`config.mk`:
```
export PLATFORM = sky130hd
export DESIGN_NAME = mul_round_acc
export DESIGN_NICKNAME = d
export VERILOG_FILES = /design/src/rtl/mrac_pkg.sv /design/src/rtl/mrac_decode.sv /design/src/rtl/mrac_arith.sv /design/src/rtl/mrac_result.sv /design/src/rtl/mul_round_acc.sv
export SDC_FILE = /design/constraint.sdc
export NUM_CORES = 1
export LEC_CHECK = 0
export BUFFER_PORTS_ARGS = -buffer_cell sky130_fd_sc_hd__buf_2
export CELL_PAD_IN_SITES_DETAIL_PLACEMENT = 1
export CELL_PAD_IN_SITES_GLOBAL_PLACEMENT = 1
export CORE_ASPECT_RATIO = 1.2
export CORE_MARGIN = 2
export CORE_UTILIZATION = 35
export DETAILED_ROUTE_END_ITERATION = 7
export GPL_TIMING_DRIVEN = 0
export PLACE_DENSITY = 0.6
export SYNTH_ARGS = -nofsm -noshare
export SYNTH_HDL_FRONTEND = slang
export SYNTH_SLANG_ARGS = --single-unit
```
`constraint.sdc`:
```
create_clock -name clk -period 9.9 [get_ports clk]
set_input_delay 0.99 -clock clk [delete_from_list [all_inputs] [get_ports clk]]
set_output_delay 0.99 -clock clk [all_outputs]
set_load 0.05 [all_outputs]
```
`src/rtl/mrac_pkg.sv`:
```
package mrac_pkg;

    localparam int DATA_W  = 16;
    localparam int GUARD_W = 8;
    localparam int CTRL_W  = 8;

    localparam logic [CTRL_W-1:0] CODE_PLAIN = 8'h00;
    localparam logic [CTRL_W-1:0] CODE_NEG   = 8'h08;
    localparam logic [CTRL_W-1:0] CODE_RND   = 8'h01;

    typedef enum logic [1:0] {
        MODE_PLAIN = 2'd0,
        MODE_NEG   = 2'd1,
        MODE_RND   = 2'd2,
        MODE_BAD   = 2'd3
    } mode_e;

    typedef struct packed {
        logic n;
        logic z;
        logic c;
        logic sv;
        logic e;
        logic sl;
    } flags_t;

    function automatic mode_e decode_ctrl(input logic [CTRL_W-1:0] code);
        case (code)
            CODE_PLAIN: return MODE_PLAIN;
            CODE_NEG:   return MODE_NEG;
            CODE_RND:   return MODE_RND;
            default:    return MODE_BAD;
        endcase
    endfunction

endpackage

```
`src/rtl/mrac_decode.sv`:
```
module mrac_decode
    import mrac_pkg::*;
#(
    parameter int CW = CTRL_W
) (
    input  logic [CW-1:0] code,
    output mode_e         mode,
    output logic          legal
);
    always_comb begin
        mode  = decode_ctrl(CTRL_W'(code));
        legal = (mode != MODE_BAD);
    end
endmodule

```
`src/rtl/mrac_arith.sv`:
```
module mrac_arith
    import mrac_pkg::*;
#(
    parameter int DW = DATA_W,
    parameter int GW = GUARD_W
) (
    input  logic [DW-1:0]        a,
    input  logic [DW-1:0]        b,
    input  mode_e                mode,
    output logic [2*DW+GW-1:0]   res
);
    localparam int PROD_W = 2 * DW;
    localparam int ACC_W  = PROD_W + GW;
    localparam logic [ACC_W-1:0] RND_ONE  = ACC_W'(1) << (DW - 1);
    localparam logic [ACC_W-1:0] LOW_MASK = {{(ACC_W-DW){1'b0}}, {DW{1'b1}}};

    logic [PROD_W-1:0] prod;
    logic [ACC_W-1:0]  ext;
    logic [ACC_W-1:0]  neg_v;
    logic [ACC_W-1:0]  rnd_v;

    always_comb begin
        prod  = PROD_W'(a) * PROD_W'(b);
        ext   = {{GW{1'b0}}, prod};
        neg_v = '0 - ext;
        rnd_v = (ext + RND_ONE) & ~LOW_MASK;
        unique case (mode)
            MODE_NEG: res = neg_v;
            MODE_RND: res = rnd_v;
            default:  res = ext;
        endcase
    end
endmodule

```
`src/rtl/mrac_result.sv`:
```
module mrac_result
    import mrac_pkg::*;
#(
    parameter int ACC_W = 2 * DATA_W + GUARD_W
) (
    input  logic             clk,
    input  logic             rst,
    input  logic             fire,
    input  logic             legal,
    input  logic [ACC_W-1:0] res,
    output logic [ACC_W-1:0] acc_q,
    output flags_t           flags_q,
    output logic             done_q,
    output logic             bad_q
);
    flags_t nxt_flags;

    always_comb begin
        nxt_flags    = flags_q;
        nxt_flags.n  = res[ACC_W-1];
        nxt_flags.z  = (res == '0);
        nxt_flags.c  = 1'b0;
        nxt_flags.e  = 1'b0;
    end

    always_ff @(posedge clk) begin
        if (rst) begin
            acc_q   <= '0;
            flags_q <= '0;
            done_q  <= 1'b0;
            bad_q   <= 1'b0;
        end else begin
            done_q <= fire && legal;
            bad_q  <= fire && !legal;
            if (fire && legal) begin
                acc_q   <= res;
                flags_q <= nxt_flags;
            end
        end
    end
endmodule

```
`src/rtl/mul_round_acc.sv`:
```
module mul_round_acc
    import mrac_pkg::*;
#(
    parameter int DW    = DATA_W,
    parameter int GW    = GUARD_W,
    parameter int CW    = CTRL_W,
    localparam int ACC_W = 2 * DW + GW
) (
    input  logic             clk,
    input  logic             rst,
    input  logic             start,
    input  logic [DW-1:0]    op_a,
    input  logic [DW-1:0]    op_b,
    input  logic [CW-1:0]    ctrl,
    input  logic             mp_mode,
    output logic [ACC_W-1:0] acc,
    output logic             flag_n,
    output logic             flag_z,
    output logic             flag_c,
    output logic             flag_sv,
    output logic             flag_e,
    output logic             flag_sl,
    output logic             done,
    output logic             illegal_op
);
    logic [DW-1:0]    a_q, b_q;
    logic [CW-1:0]    ctrl_q;
    logic             fire_q;
    mode_e            mode;
    logic             legal;
    logic [ACC_W-1:0] res;
    flags_t           flags;
    logic             unused_mp;

    assign unused_mp = mp_mode;

    always_ff @(posedge clk) begin
        if (rst) begin
            a_q    <= '0;
            b_q    <= '0;
            ctrl_q <= '0;
            fire_q <= 1'b0;
        end else begin
            fire_q <= start;
            if (start) begin
                a_q    <= op_a;
                b_q    <= op_b;
                ctrl_q <= ctrl;
            end
        end
    end

    mrac_decode #(.CW(CW)) u_dec (
        .code  (ctrl_q),
        .mode  (mode),
        .legal (legal)
    );

    mrac_arith #(.DW(DW), .GW(GW)) u_arith (
        .a    (a_q),
        .b    (b_q),
        .mode (mode),
        .res  (res)
    );

    mrac_result #(.ACC_W(ACC_W)) u_res (
        .clk     (clk),
        .rst     (rst),
        .fire    (fire_q),
        .legal   (legal),
        .res     (res),
        .acc_q   (acc),
        .flags_q (flags),
        .done_q  (done),
        .bad_q   (illegal_op)
    );

    assign flag_n  = flags.n;
    assign flag_z  = flags.z;
    assign flag_c  = flags.c;
    assign flag_sv = flags.sv;
    assign flag_e  = flags.e;
    assign flag_sl = flags.sl;
endmodule

```
==> impl_metrics.py <==
metrics = {
    "outcome": {
        "status": "finished clean",
    },
    "floorplanning": {
        "start_util_pct": 35.4,
        "core_mm2": 0.0377,
        "die_area_mm2": 0.0396,
        "die_h_um": 218,
        "placementRows": 78,
        "io_pins": 92,
        "die_w_um": 182,
    },
    "critical_path": {
        "crit_end": "u_res.flags_q[4]",
        "required_ns": 10.21,
        "critPathKind": "flip-flop to flip-flop",
        "slowest_delay_ns": 0.62,
        "crit_slowest_cell": "fa_1",
        "crit_path_frequent_cell": "fa_1",
        "critPathMaxFanout": 10,
        "end_kind": "flip-flop",
        "r2r-end": "u_res.flags_q[4]",
        "cp_num_buf_inv": 9,
        "crit_start": "b_q[9]",
        "cp-start-kind": "flip-flop",
        "cp_top_family": "adder cells",
        "cp_data_arrival_time_ns": 9.55,
        "r2r_slack_ns": 0.66,
        "regToRegStartpoint": "b_q[9]",
        "path_depth": 29,
        "reg2regPathDepth": 29,
    },
    "power_and_ir_drop": {
        "peakVddDrop_v": 0.0000981,
        "leakagePower_nw": 6.90,
        "p_per_area_mw_per_mm2": 95.0,
    },
    "synthesis": {
        "synth_edf_count": 0,
        "ys_seq_area_share_pct": 11.7,
        "syn_avg_cell_area_um2": 8.37,
        "synthFlopType": "dfxtp_1",
        "async_flop_share_pct": 0,
        "synthCells": 1591,
        "synth-seq-cells": 78,
        "netlist_area_mm2": 0.0133,
        "yosysWarnings": 0,
        "synth_cell_types": 76,
    },
    "sta": {
        "setup_slack_ns": 0.661,
        "setup_viol": 0,
        "finalClockSkew_ns": 0.0126,
        "fin_tns_setup_ns": 0,
        "fin_crit_sh_pct": 93.3,
        "tightest_slew_ns": 1.18,
        "finalHoldViolations": 0,
        "period_minus_slack_ns": 9.24,
        "fmax_ghz": 0.108,
        "max_slew_margin_pct": 21.7,
        "drv_slew": 0,
        "rsz0062_at_grt": "false",
    },
    "clock_tree": {
        "post_cts_buffers": 0,
        "clk_latency_ns": 0.37,
        "ctsResizeCount": 0,
        "cts.sinks": 78,
        "htree_levels": 3,
        "cts_hold_buf": 0,
        "clockBufferDepth": 2,
        "clockRootBuffer": "clkbuf_16",
        "cts_made_buffers": 9,
        "cts_tree": "built",
        "clkSlewWorstSetupHoldPaths_ns": 0.07,
    },
    "job": {
        "maxCapViolCount": 0,
    },
    "global_route": {
        "grt_usage_pct": 22.5,
        "grt_pass1_wl_mm": 69.2,
        "gr-total-overflow": 0,
        "grt_max_degree": 14,
        "antenna_found_initial": 2,
        "grt_pass1_vias": 12351,
    },
    "detailed_routing": {
        "wire_per_inst_um": 19.6,
        "ant_nets": 0,
        "drt-vias-per-instance": 5.17,
        "drt_first_iter_violations": 439,
        "drc": 0,
        "vias": 11235,
        "drt-pass1-iter-count": 5,
        "wirelength_mm": 42.5,
    },
    "final_layout": {
        "layout_common_cells": "inv_1, nand2_1, fa_1, nor2_1, and2_1",
        "final_nets": 2037,
        "area_growth_syn_to_layout_pct": 10.1,
        "design_area_mm2": 0.0147,
        "layout_commonest_cell": "inv_1",
        "n_antenna_cell": 0,
        "drive_above_1_share_pct": 8.15,
    },
    "placed_design": {
        "gp_congestion": 0.850,
        "place_ws_ns": 0.364,
        "post_dp_cell_area_mm2": 0.0144,
        "dpl.hpwl_mm": 35.6,
        "port_buffers": 84,
    },
    "min_path": {
        "hold_path_class": "flip-flop to flip-flop",
    },
}
[worst min-delay path by stage]
stage / cells past startpoint / from / to
2_1_floorplan: 2 / ctrl_q[2] / ctrl_q[2]
3_3_place_gp: 2 / u_res.acc_q[29] / u_res.acc_q[29]
3_5_place_dp: 2 / u_res.acc_q[13] / u_res.acc_q[13]
4_1_cts: 2 / u_res.acc_q[13] / u_res.acc_q[13]
5_1_grt: 2 / u_res.acc_q[13] / u_res.acc_q[13]
6_report: 2 / u_res.acc_q[31] / u_res.acc_q[31]
[worst reg2reg max path: cells and delay by family, from the launching register on]
| family | cells | cell delay, ns |
|---|---|---|
| multiplexers | 1 | 0.38 |
| buffers and inverters | 9 | 1.83 |
| adder cells (fa/ha/maj) | 7 | 3.48 |
| AND/OR/NAND/NOR | 7 | 1.93 |
| flip-flops | 1 | 0.31 |
| AO/OA/AOI/OAI | 5 | 1.23 |
[Yosys cell counts, drive strengths merged, types with 9 or more instances]
master	n	area, µm²
buf	23	141
fa	194	3880
xor2	11	96.3
xnor2	21	206
o21ai	30	150
and3	10	67.6
a221oi	15	131
nor4	11	81.3
o211ai	10	75.1
clkbuf	74	278
mux2i	68	681
nor3	17	96.4
nand3	17	85.1
nand4	18	113
dfxtp	78	1560
and2	121	757
inv	247	927
nor2	126	473
a211oi	32	245
nand2	207	777
ha	110	1380
a21oi	42	214
a21o	9	67.6
[metal layers]
layer / up-vias / global-route usage, % / share of wire (%)
li1: 5325 / - / -
met1: 5662 / 28.7 / 44
met2: 195 / 40.1 / 50
met3: 53 / 2.29 / 2.9
met4: 0 / 7.20 / 3.1
met5: - / 0 / 0
[power by group]
group          switching [mW]  internal (mW)  total [mW]
clock network           0.156          0.204       0.360
logic                   0.449          0.224       0.672
registers              0.0296          0.332       0.361
[logic make-up after synthesis]
logic type	count (synthesis)	share of synthesized area, %
multiplexers	75	5.70
XOR/XNOR	32	2.27
adder cells (fa/ha/maj)	304	39.5
other	1	0.0281
AO/OA/AOI/OAI	194	10.1
AND/OR/NAND/NOR	563	20.6
flip-flops	78	11.7
buffers and inverters	344	10.1
[flip-flops by register name (all words and copies together), names as in the netlist]
name and count:
a_q 16, b_q 16, ctrl_q 8, fire_q 1
u_res.acc_q 34, u_res.bad_q 1, u_res.done_q 1, u_res.flags_q 1
[metrics by stage]
stage                     instances  hold slack, ns  total power [mW]  utilization [%]
after floorplan                1594           0.461             0.840                -
after global placement         2158           0.474              1.03             38.1
after detailed placement       2158           0.479              1.04             38.1
after CTS                      2174           0.498              1.42             38.9
after global routing           2174           0.518              1.52             38.9
final                          2174           0.493              1.39             38.9
[layout make-up]
type	count	area (µm²)
Buffer	97	419
Clock buffer	12	246
Clock inverter	4	55.1
Fill cell	4573	23000
Inverter	247	927
Multi-Input combinational cell	1172	10400
Sequential cell	78	1560
Tap cell	480	601
Timing Repair Buffer	84	420
No activity file was read; power rests on OpenSTA's default activity.
